<file path="src/rtl/gpio_irq_pkg.sv">
package gpio_irq_pkg;
  localparam int ADDR_W = 4;

  typedef enum logic [ADDR_W-1:0] {
    A_DATA = 4'd0,
    A_DIR  = 4'd1,
    A_MODE = 4'd2,
    A_POL  = 4'd3,
    A_EOI  = 4'd4,
    A_IEN  = 4'd5,
    A_DBEN = 4'd6,
    A_STAT = 4'd7
  } reg_addr_e;
endpackage

</file>
<file path="src/rtl/gpio_irq_sync.sv">
module gpio_irq_sync #(
  parameter int WIDTH = 8,
  parameter int STAGES = 2
) (
  input  logic             clk_i,
  input  logic             rst_ni,
  input  logic [WIDTH-1:0] d_i,
  output logic [WIDTH-1:0] q_o
);
  logic [WIDTH-1:0] stage_q [STAGES];

  always_ff @(posedge clk_i or negedge rst_ni) begin
    if (!rst_ni) stage_q[0] <= '0;
    else         stage_q[0] <= d_i;
  end

  for (genvar s = 1; s < STAGES; s++) begin : g_stage
    always_ff @(posedge clk_i or negedge rst_ni) begin
      if (!rst_ni) stage_q[s] <= '0;
      else         stage_q[s] <= stage_q[s-1];
    end
  end

  assign q_o = stage_q[STAGES-1];
endmodule

</file>
<file path="src/rtl/gpio_irq_debounce.sv">
module gpio_irq_debounce #(
  parameter int DB_SAMPLES = 4
) (
  input  logic clk_i,
  input  logic rst_ni,
  input  logic en_i,
  input  logic smp_i,
  output logic flt_o
);
  localparam int RUN_W = (DB_SAMPLES > 2) ? $clog2(DB_SAMPLES) : 1;
  localparam logic [RUN_W-1:0] RUN_MAX = RUN_W'(DB_SAMPLES - 1);

  logic             last_q, filt_q;
  logic [RUN_W-1:0] run_q;

  // run_q counts consecutive equal sample pairs ending in last_q
  always_ff @(posedge clk_i or negedge rst_ni) begin
    if (!rst_ni) begin
      last_q <= 1'b0;
      run_q  <= '0;
      filt_q <= 1'b0;
    end else begin
      last_q <= smp_i;
      if (smp_i != last_q)    run_q <= '0;
      else if (run_q != RUN_MAX) run_q <= run_q + 1'b1;
      if (!en_i)                 filt_q <= smp_i;
      else if (run_q == RUN_MAX) filt_q <= last_q;
    end
  end

  assign flt_o = en_i ? filt_q : smp_i;

  p_db_stable_r7: assert property (@(posedge clk_i) disable iff (!rst_ni)
    ($past(en_i) && (filt_q != $past(filt_q))) |->
      ((filt_q == $past(smp_i, 2)) && ($past(smp_i, 2) == $past(smp_i, 3))));
endmodule

</file>
<file path="src/rtl/gpio_irq_detect.sv">
module gpio_irq_detect #(
  parameter int N_PINS = 8
) (
  input  logic              clk_i,
  input  logic              rst_ni,
  input  logic [N_PINS-1:0] lvl_i,
  input  logic [N_PINS-1:0] mode_i,
  input  logic [N_PINS-1:0] pol_i,
  input  logic              eoi_we_i,
  input  logic [N_PINS-1:0] eoi_mask_i,
  output logic [N_PINS-1:0] pend_o
);
  logic [N_PINS-1:0] prev_q, latch_q;
  logic [N_PINS-1:0] rise_v, fall_v, hit_v, clr_v, keep_v;

  always_comb begin
    rise_v = lvl_i & ~prev_q;
    fall_v = ~lvl_i & prev_q;
    hit_v  = mode_i & ((pol_i & rise_v) | (~pol_i & fall_v));
    clr_v  = eoi_we_i ? eoi_mask_i : '0;
    keep_v = latch_q & mode_i & ~clr_v;
  end

  always_ff @(posedge clk_i or negedge rst_ni) begin
    if (!rst_ni) begin
      prev_q  <= '0;
      latch_q <= '0;
    end else begin
      prev_q  <= lvl_i;
      latch_q <= keep_v | hit_v;
    end
  end

  // edge pins report the latch, level pins the live match
  assign pend_o = (mode_i & latch_q) | (~mode_i & ~(lvl_i ^ pol_i));

  p_set_needs_edge_r3: assert property (@(posedge clk_i) disable iff (!rst_ni)
    1'b1 |=> ((latch_q & ~$past(latch_q) & ~$past(lvl_i ^ prev_q)) == '0));

  p_eoi_clears_r4: assert property (@(posedge clk_i) disable iff (!rst_ni)
    eoi_we_i |=> ((latch_q & $past(eoi_mask_i & ~hit_v)) == '0));

  p_latch_holds_r4: assert property (@(posedge clk_i) disable iff (!rst_ni)
    1'b1 |=> ((latch_q & $past(keep_v)) == $past(keep_v)));
endmodule

</file>
<file path="src/rtl/gpio_irq_port.sv">
module gpio_irq_port
  import gpio_irq_pkg::*;
#(
  parameter int N_PINS = 8,
  parameter int DB_SAMPLES = 4,
  parameter int SYNC_STAGES = 2
) (
  input  logic              clk_i,
  input  logic              rst_ni,
  input  logic [3:0]        addr_i,
  input  logic              we_i,
  input  logic [N_PINS-1:0] wdata_i,
  output logic [N_PINS-1:0] rdata_o,
  input  logic [N_PINS-1:0] pad_i,
  output logic [N_PINS-1:0] pad_o,
  output logic [N_PINS-1:0] pad_oe_o,
  output logic [N_PINS-1:0] irq_pin_o,
  output logic              irq_o
);
  logic [N_PINS-1:0] data_q, dir_q, mode_q, pol_q, ien_q, dben_q;
  logic [N_PINS-1:0] smp_v, flt_v, pend_v, stat_v;
  logic              eoi_we;

  always_ff @(posedge clk_i or negedge rst_ni) begin
    if (!rst_ni) begin
      data_q <= '0;
      dir_q  <= '0;
      mode_q <= '0;
      pol_q  <= '0;
      ien_q  <= '0;
      dben_q <= '0;
    end else if (we_i) begin
      case (addr_i)
        A_DATA:  data_q <= wdata_i;
        A_DIR:   dir_q  <= wdata_i;
        A_MODE:  mode_q <= wdata_i;
        A_POL:   pol_q  <= wdata_i;
        A_IEN:   ien_q  <= wdata_i;
        A_DBEN:  dben_q <= wdata_i;
        default: ;
      endcase
    end
  end

  assign eoi_we = we_i && (addr_i == A_EOI);

  gpio_irq_sync #(.WIDTH(N_PINS), .STAGES(SYNC_STAGES)) u_sync (
    .clk_i (clk_i),
    .rst_ni(rst_ni),
    .d_i   (pad_i),
    .q_o   (smp_v)
  );

  for (genvar p = 0; p < N_PINS; p++) begin : g_pin
    gpio_irq_debounce #(.DB_SAMPLES(DB_SAMPLES)) u_db (
      .clk_i (clk_i),
      .rst_ni(rst_ni),
      .en_i  (dben_q[p]),
      .smp_i (smp_v[p]),
      .flt_o (flt_v[p])
    );
  end

  gpio_irq_detect #(.N_PINS(N_PINS)) u_det (
    .clk_i     (clk_i),
    .rst_ni    (rst_ni),
    .lvl_i     (flt_v),
    .mode_i    (mode_q),
    .pol_i     (pol_q),
    .eoi_we_i  (eoi_we),
    .eoi_mask_i(wdata_i),
    .pend_o    (pend_v)
  );

  assign stat_v    = pend_v & ien_q;
  assign irq_pin_o = stat_v;
  assign irq_o     = |stat_v;
  assign pad_o     = data_q;
  assign pad_oe_o  = dir_q;

  always_comb begin
    case (addr_i)
      A_DATA:  rdata_o = (data_q & dir_q) | (smp_v & ~dir_q);
      A_DIR:   rdata_o = dir_q;
      A_MODE:  rdata_o = mode_q;
      A_POL:   rdata_o = pol_q;
      A_IEN:   rdata_o = ien_q;
      A_DBEN:  rdata_o = dben_q;
      A_STAT:  rdata_o = stat_v;
      default: rdata_o = '0;
    endcase
  end

  p_ien_gate_r6: assert property (@(posedge clk_i) disable iff (!rst_ni)
    (we_i && (addr_i == A_IEN) && (wdata_i == '0)) |=> !irq_o);

  p_oe_follows_dir_r2: assert property (@(posedge clk_i) disable iff (!rst_ni)
    (we_i && (addr_i == A_DIR)) |=> (pad_oe_o == $past(wdata_i)));
endmodule

</file>
<file path="config.mk">
export PLATFORM = sky130hd
export DESIGN_NAME = gpio_irq_port
export DESIGN_NICKNAME = d
export VERILOG_FILES = /design/src/rtl/gpio_irq_pkg.sv /design/src/rtl/gpio_irq_sync.sv /design/src/rtl/gpio_irq_debounce.sv /design/src/rtl/gpio_irq_detect.sv /design/src/rtl/gpio_irq_port.sv
export SDC_FILE = /design/constraint.sdc
export NUM_CORES = 1
export LEC_CHECK = 0
export ABC_AREA = 1
export BUFFER_PORTS_ARGS = -buffer_cell sky130_fd_sc_hd__buf_2
export CORE_ASPECT_RATIO = 1.25
export CORE_MARGIN = 1
export CORE_UTILIZATION = 45
export DETAILED_ROUTE_END_ITERATION = 8
export GPL_ROUTABILITY_DRIVEN = 0
export PLACE_DENSITY = 0.75
export RECOVER_POWER = 25
export SKIP_LAST_GASP = 1
export SYNTH_ARGS = -nofsm -noshare
export SYNTH_HDL_FRONTEND = slang
export SYNTH_SLANG_ARGS = --single-unit
export TNS_END_PERCENT = 100
</file>
<file path="constraint.sdc">
create_clock -name clk_i -period 1 [get_ports clk_i]
set_input_delay 0.1 -clock clk_i [delete_from_list [all_inputs] [get_ports clk_i]]
set_output_delay 0.1 -clock clk_i [all_outputs]
set_load 0.005 [all_outputs]
</file>
==> impl_metrics.json <==
{
  "status": "finished with violations",
  "violations": "negative setup slack",
  "start_util": 0.4599,
  "grt_pass1_vias": 4979,
  "achievable-frequency_mhz": 564.5,
  "cp.arrival_ns": 1.67,
  "yosys_warnings": 0,
  "dr.pass1.iters": 5,
  "syn_inst": 579,
  "num-nets-final": 831,
  "p_leak_uw": 0.003922,
  "rows": 43,
  "cts.clk_slew.worst_paths_ns": 0.07,
  "syn_nets": 610,
  "min_period_ns": 1.772,
  "grt_use_total": 0.2570,
  "drive_gt1_frac": 0.4328,
  "n_antenna_cell": 0,
  "core-area_um2": 11030,
  "final_cell_mix": "nand2_1, dfrtp_1, buf_4, inv_1, buf_6",
  "maxSlewViolCount": 0,
  "synth_ff_type": "dfrtp_1",
  "grt_max_degree": 40,
  "grt_overflow": 0,
  "clk_latency_ns": 0.35,
  "wl_per_cell_um": 15.99,
  "vias": 4863,
  "die_x_um": 96.96,
  "area_growth_pct": 53.38,
  "post-route-util": 0.7054,
  "synth-edff-count": 0,
  "htreeDepth": 3,
  "p_total_uw": 16750,
  "tritoncts": "done",
  "port_buffers": 55,
  "dieArea_um2": 11700,
  "slew_headroom": 0.6407,
  "vdd_drop_max_v": 0.001213,
  "cp.required_ns": 0.90,
  "root_buffer": "clkbuf_16",
  "grt_pass1_wl_um": 23480,
  "clock_sinks": 112,
  "clockBufferDepth": 2,
  "ys_seq_area_frac": 0.5525,
  "ys_ff_latch": 112,
  "layout_setup_ws_ns": -0.7716,
  "finalSetupTns_ns": -14.09,
  "seq_power_share": 0.393,
  "place_ws_ns": -0.4334,
  "synthDistinctLibCells": 26,
  "place_hpwl_um": 9648,
  "finalSetupViolCount": 60,
  "seq_area_um2": 2808,
  "internal-power_uw": 11250,
  "fin_skew_ns": 0.007188,
  "critical_path_class": "reg2out",
  "pwr-share-comb": 0.395,
  "antenna_found_initial": 0,
  "worst_slew_pin_slew_ns": 0.5390,
  "cp_max_fo": 3,
  "critPathLaunchType": "flop",
  "drt_iter0_drc": 359,
  "min-delay-path-class": "in2reg",
  "io_pins": 56,
  "final_common_cell": "nand2_1",
  "hold_viol": 0,
  "rsz0062_at_grt": "yes",
  "async_flop_share": 1.000,
  "die_h_um": 120.7,
  "swShare": 0.3281,
  "p_sw_uw": 5494,
  "cts_buffers": 9,
  "end_kind": "output port",
  "period_share": 1.772,
  "avgSynthCellArea_um2": 8.761,
  "multi_input_area_um2": 2405,
  "vias_per_cell": 5.179,
  "cellPowerDensity_nw_per_um2": 2153,
  "max_cap_viol_count": 0,
  "totalWireLength_um": 15010,
  "synthesis.area_um2": 5072,
  "p_clk_frac": 0.212,
  "final_antenna_net_count": 0,
  "fillers": 757,
  "drc": 0
}
-- metal layers --
layer | part of all wire | vias up | wire [um] | global-route usage
li1 | - | 2296 | - | -
met2 | 0.52 | 178 | 7788 | 0.4520
met5 | 0 | - | 0 | 0
met3 | 0.048 | 53 | 721 | 0.04509
met4 | 0.044 | 0 | 665 | 0.1362
met1 | 0.39 | 2336 | 5834 | 0.2992
-- cell type report --
class / instances / share of cell area
multi-input combinational: 377 / 0.3091
sequential: 112 / 0.3609
inverter: 84 / 0.04117
tap: 135 / 0.02171
timing repair buffer: 216 / 0.2300
clock inverter: 3 / 0.005468
clock buffer: 12 / 0.03168
-- final timing paths --
kind | start | end | slack (ns) | cells past startpoint
max in group asynchronous | rst_ni | u_sync.q_o[2] | 0.13 | 3
hold / removal | wdata_i[1] | ien_q[1] | 0.009 | 3
min in group asynchronous | rst_ni | pad_oe_o[6] | 0.26 | 2
setup / recovery | dben_q[6] | irq_o | -0.77 | 11
hold reg to reg | u_sync.stage_q[8] | u_sync.q_o[0] | 0.35 | 0
setup reg to reg | dben_q[7] | u_det.latch_q[7] | -0.17 | 8
-- flip-flops by register name (all words and copies together), names as in the netlist --
signal             flops
g_pin.u_db.run_q      16
ien_q                  8
pad_o                  8
u_sync.stage_q         8
pol_q                  8
mode_q                 8
u_sync.q_o             8
dben_q                 8
u_det.latch_q          8
g_pin.u_db.filt_q      8
u_det.prev_q           8
pad_oe_o               8
g_pin.u_db.last_q      8
-- cells by family (layout without fill, tap and decap cells) --
kind of cell / Yosys count / after routing / synth area share
compound gates: 102 / 102 / 0.1137
buf+inv: 90 / 315 / 0.07104
flops: 112 / 112 / 0.5525
simple gates: 243 / 243 / 0.1976
xor+xnor: 16 / 16 / 0.02763
mux: 8 / 8 / 0.01776
fa+ha+maj: 8 / 8 / 0.01973
-- synth_stat cells, types with 8 or more instances --
master      n  area, um^2
ha_1        8       100.1
mux2_2      8       90.09
dfrtp_1   112        2803
a21oi_1    11       55.05
xnor2_1     8       70.07
nand2_1   169       634.4
o21ai_0    38       190.2
nand3_1    24       120.1
xor2_1      8       70.07
nor2_1     28       105.1
inv_1      79       296.5
o21ai_1    24       120.1
o22ai_1     8       50.05
nor3_1      8       40.04
o211ai_1   17       127.6
-- metrics by stage --
step / instances / hold WS, ns / area, um^2
6_report: 939 / 0.009027 / 7780
5_1_grt: 939 / 0.03464 / 7780
4_1_cts: 927 / 0.005595 / 7367
3_5_place_dp: 875 / 0.001572 / 6474
3_3_place_gp: 875 / -0.001734 / 6474
2_1_floorplan: 579 / -0.1956 / 5181
-- power by group through the flow --
| stage | logic [uW] | registers [uW] | clock network (uW) |
|---|---|---|---|
| after global routing | 7280 | 6690 | 3740 |
| after detailed placement | 4690 | 6480 | 0 |
| final | 6610 | 6580 | 3550 |
| after CTS | 5610 | 6480 | 3600 |
| after floorplan | 2500 | 6380 | 0 |
| after global placement | 4430 | 6380 | 0 |
-- repair_timing --
| action | 4_1_cts | 5_1_grt |
|---|---|---|
| pin swaps | 42 | 47 |
| hold endpoints to repair | 123 | 0 |
| endpoints found under the setup margin | 60 | 73 |
| gates resized for setup | 89 | 89 |
| buffers inserted | 33 | 24 |
| hold buffers | 12 | 0 |
-- worst max-delay path, stage by stage (launching register included) --
cell and delay (ns):
dfrtp_1 0.42, inv_2 0.09, nand2_4 0.06, nand2_2 0.07, nand2_1 0.06, nand2_1 0.06, nand2_1 0.06, nand2_2 0.09
nand3_1 0.10, nor2_2 0.09, nand2_1 0.08, buf_2 0.14
Note: power is estimated with default switching activity, not from simulation.
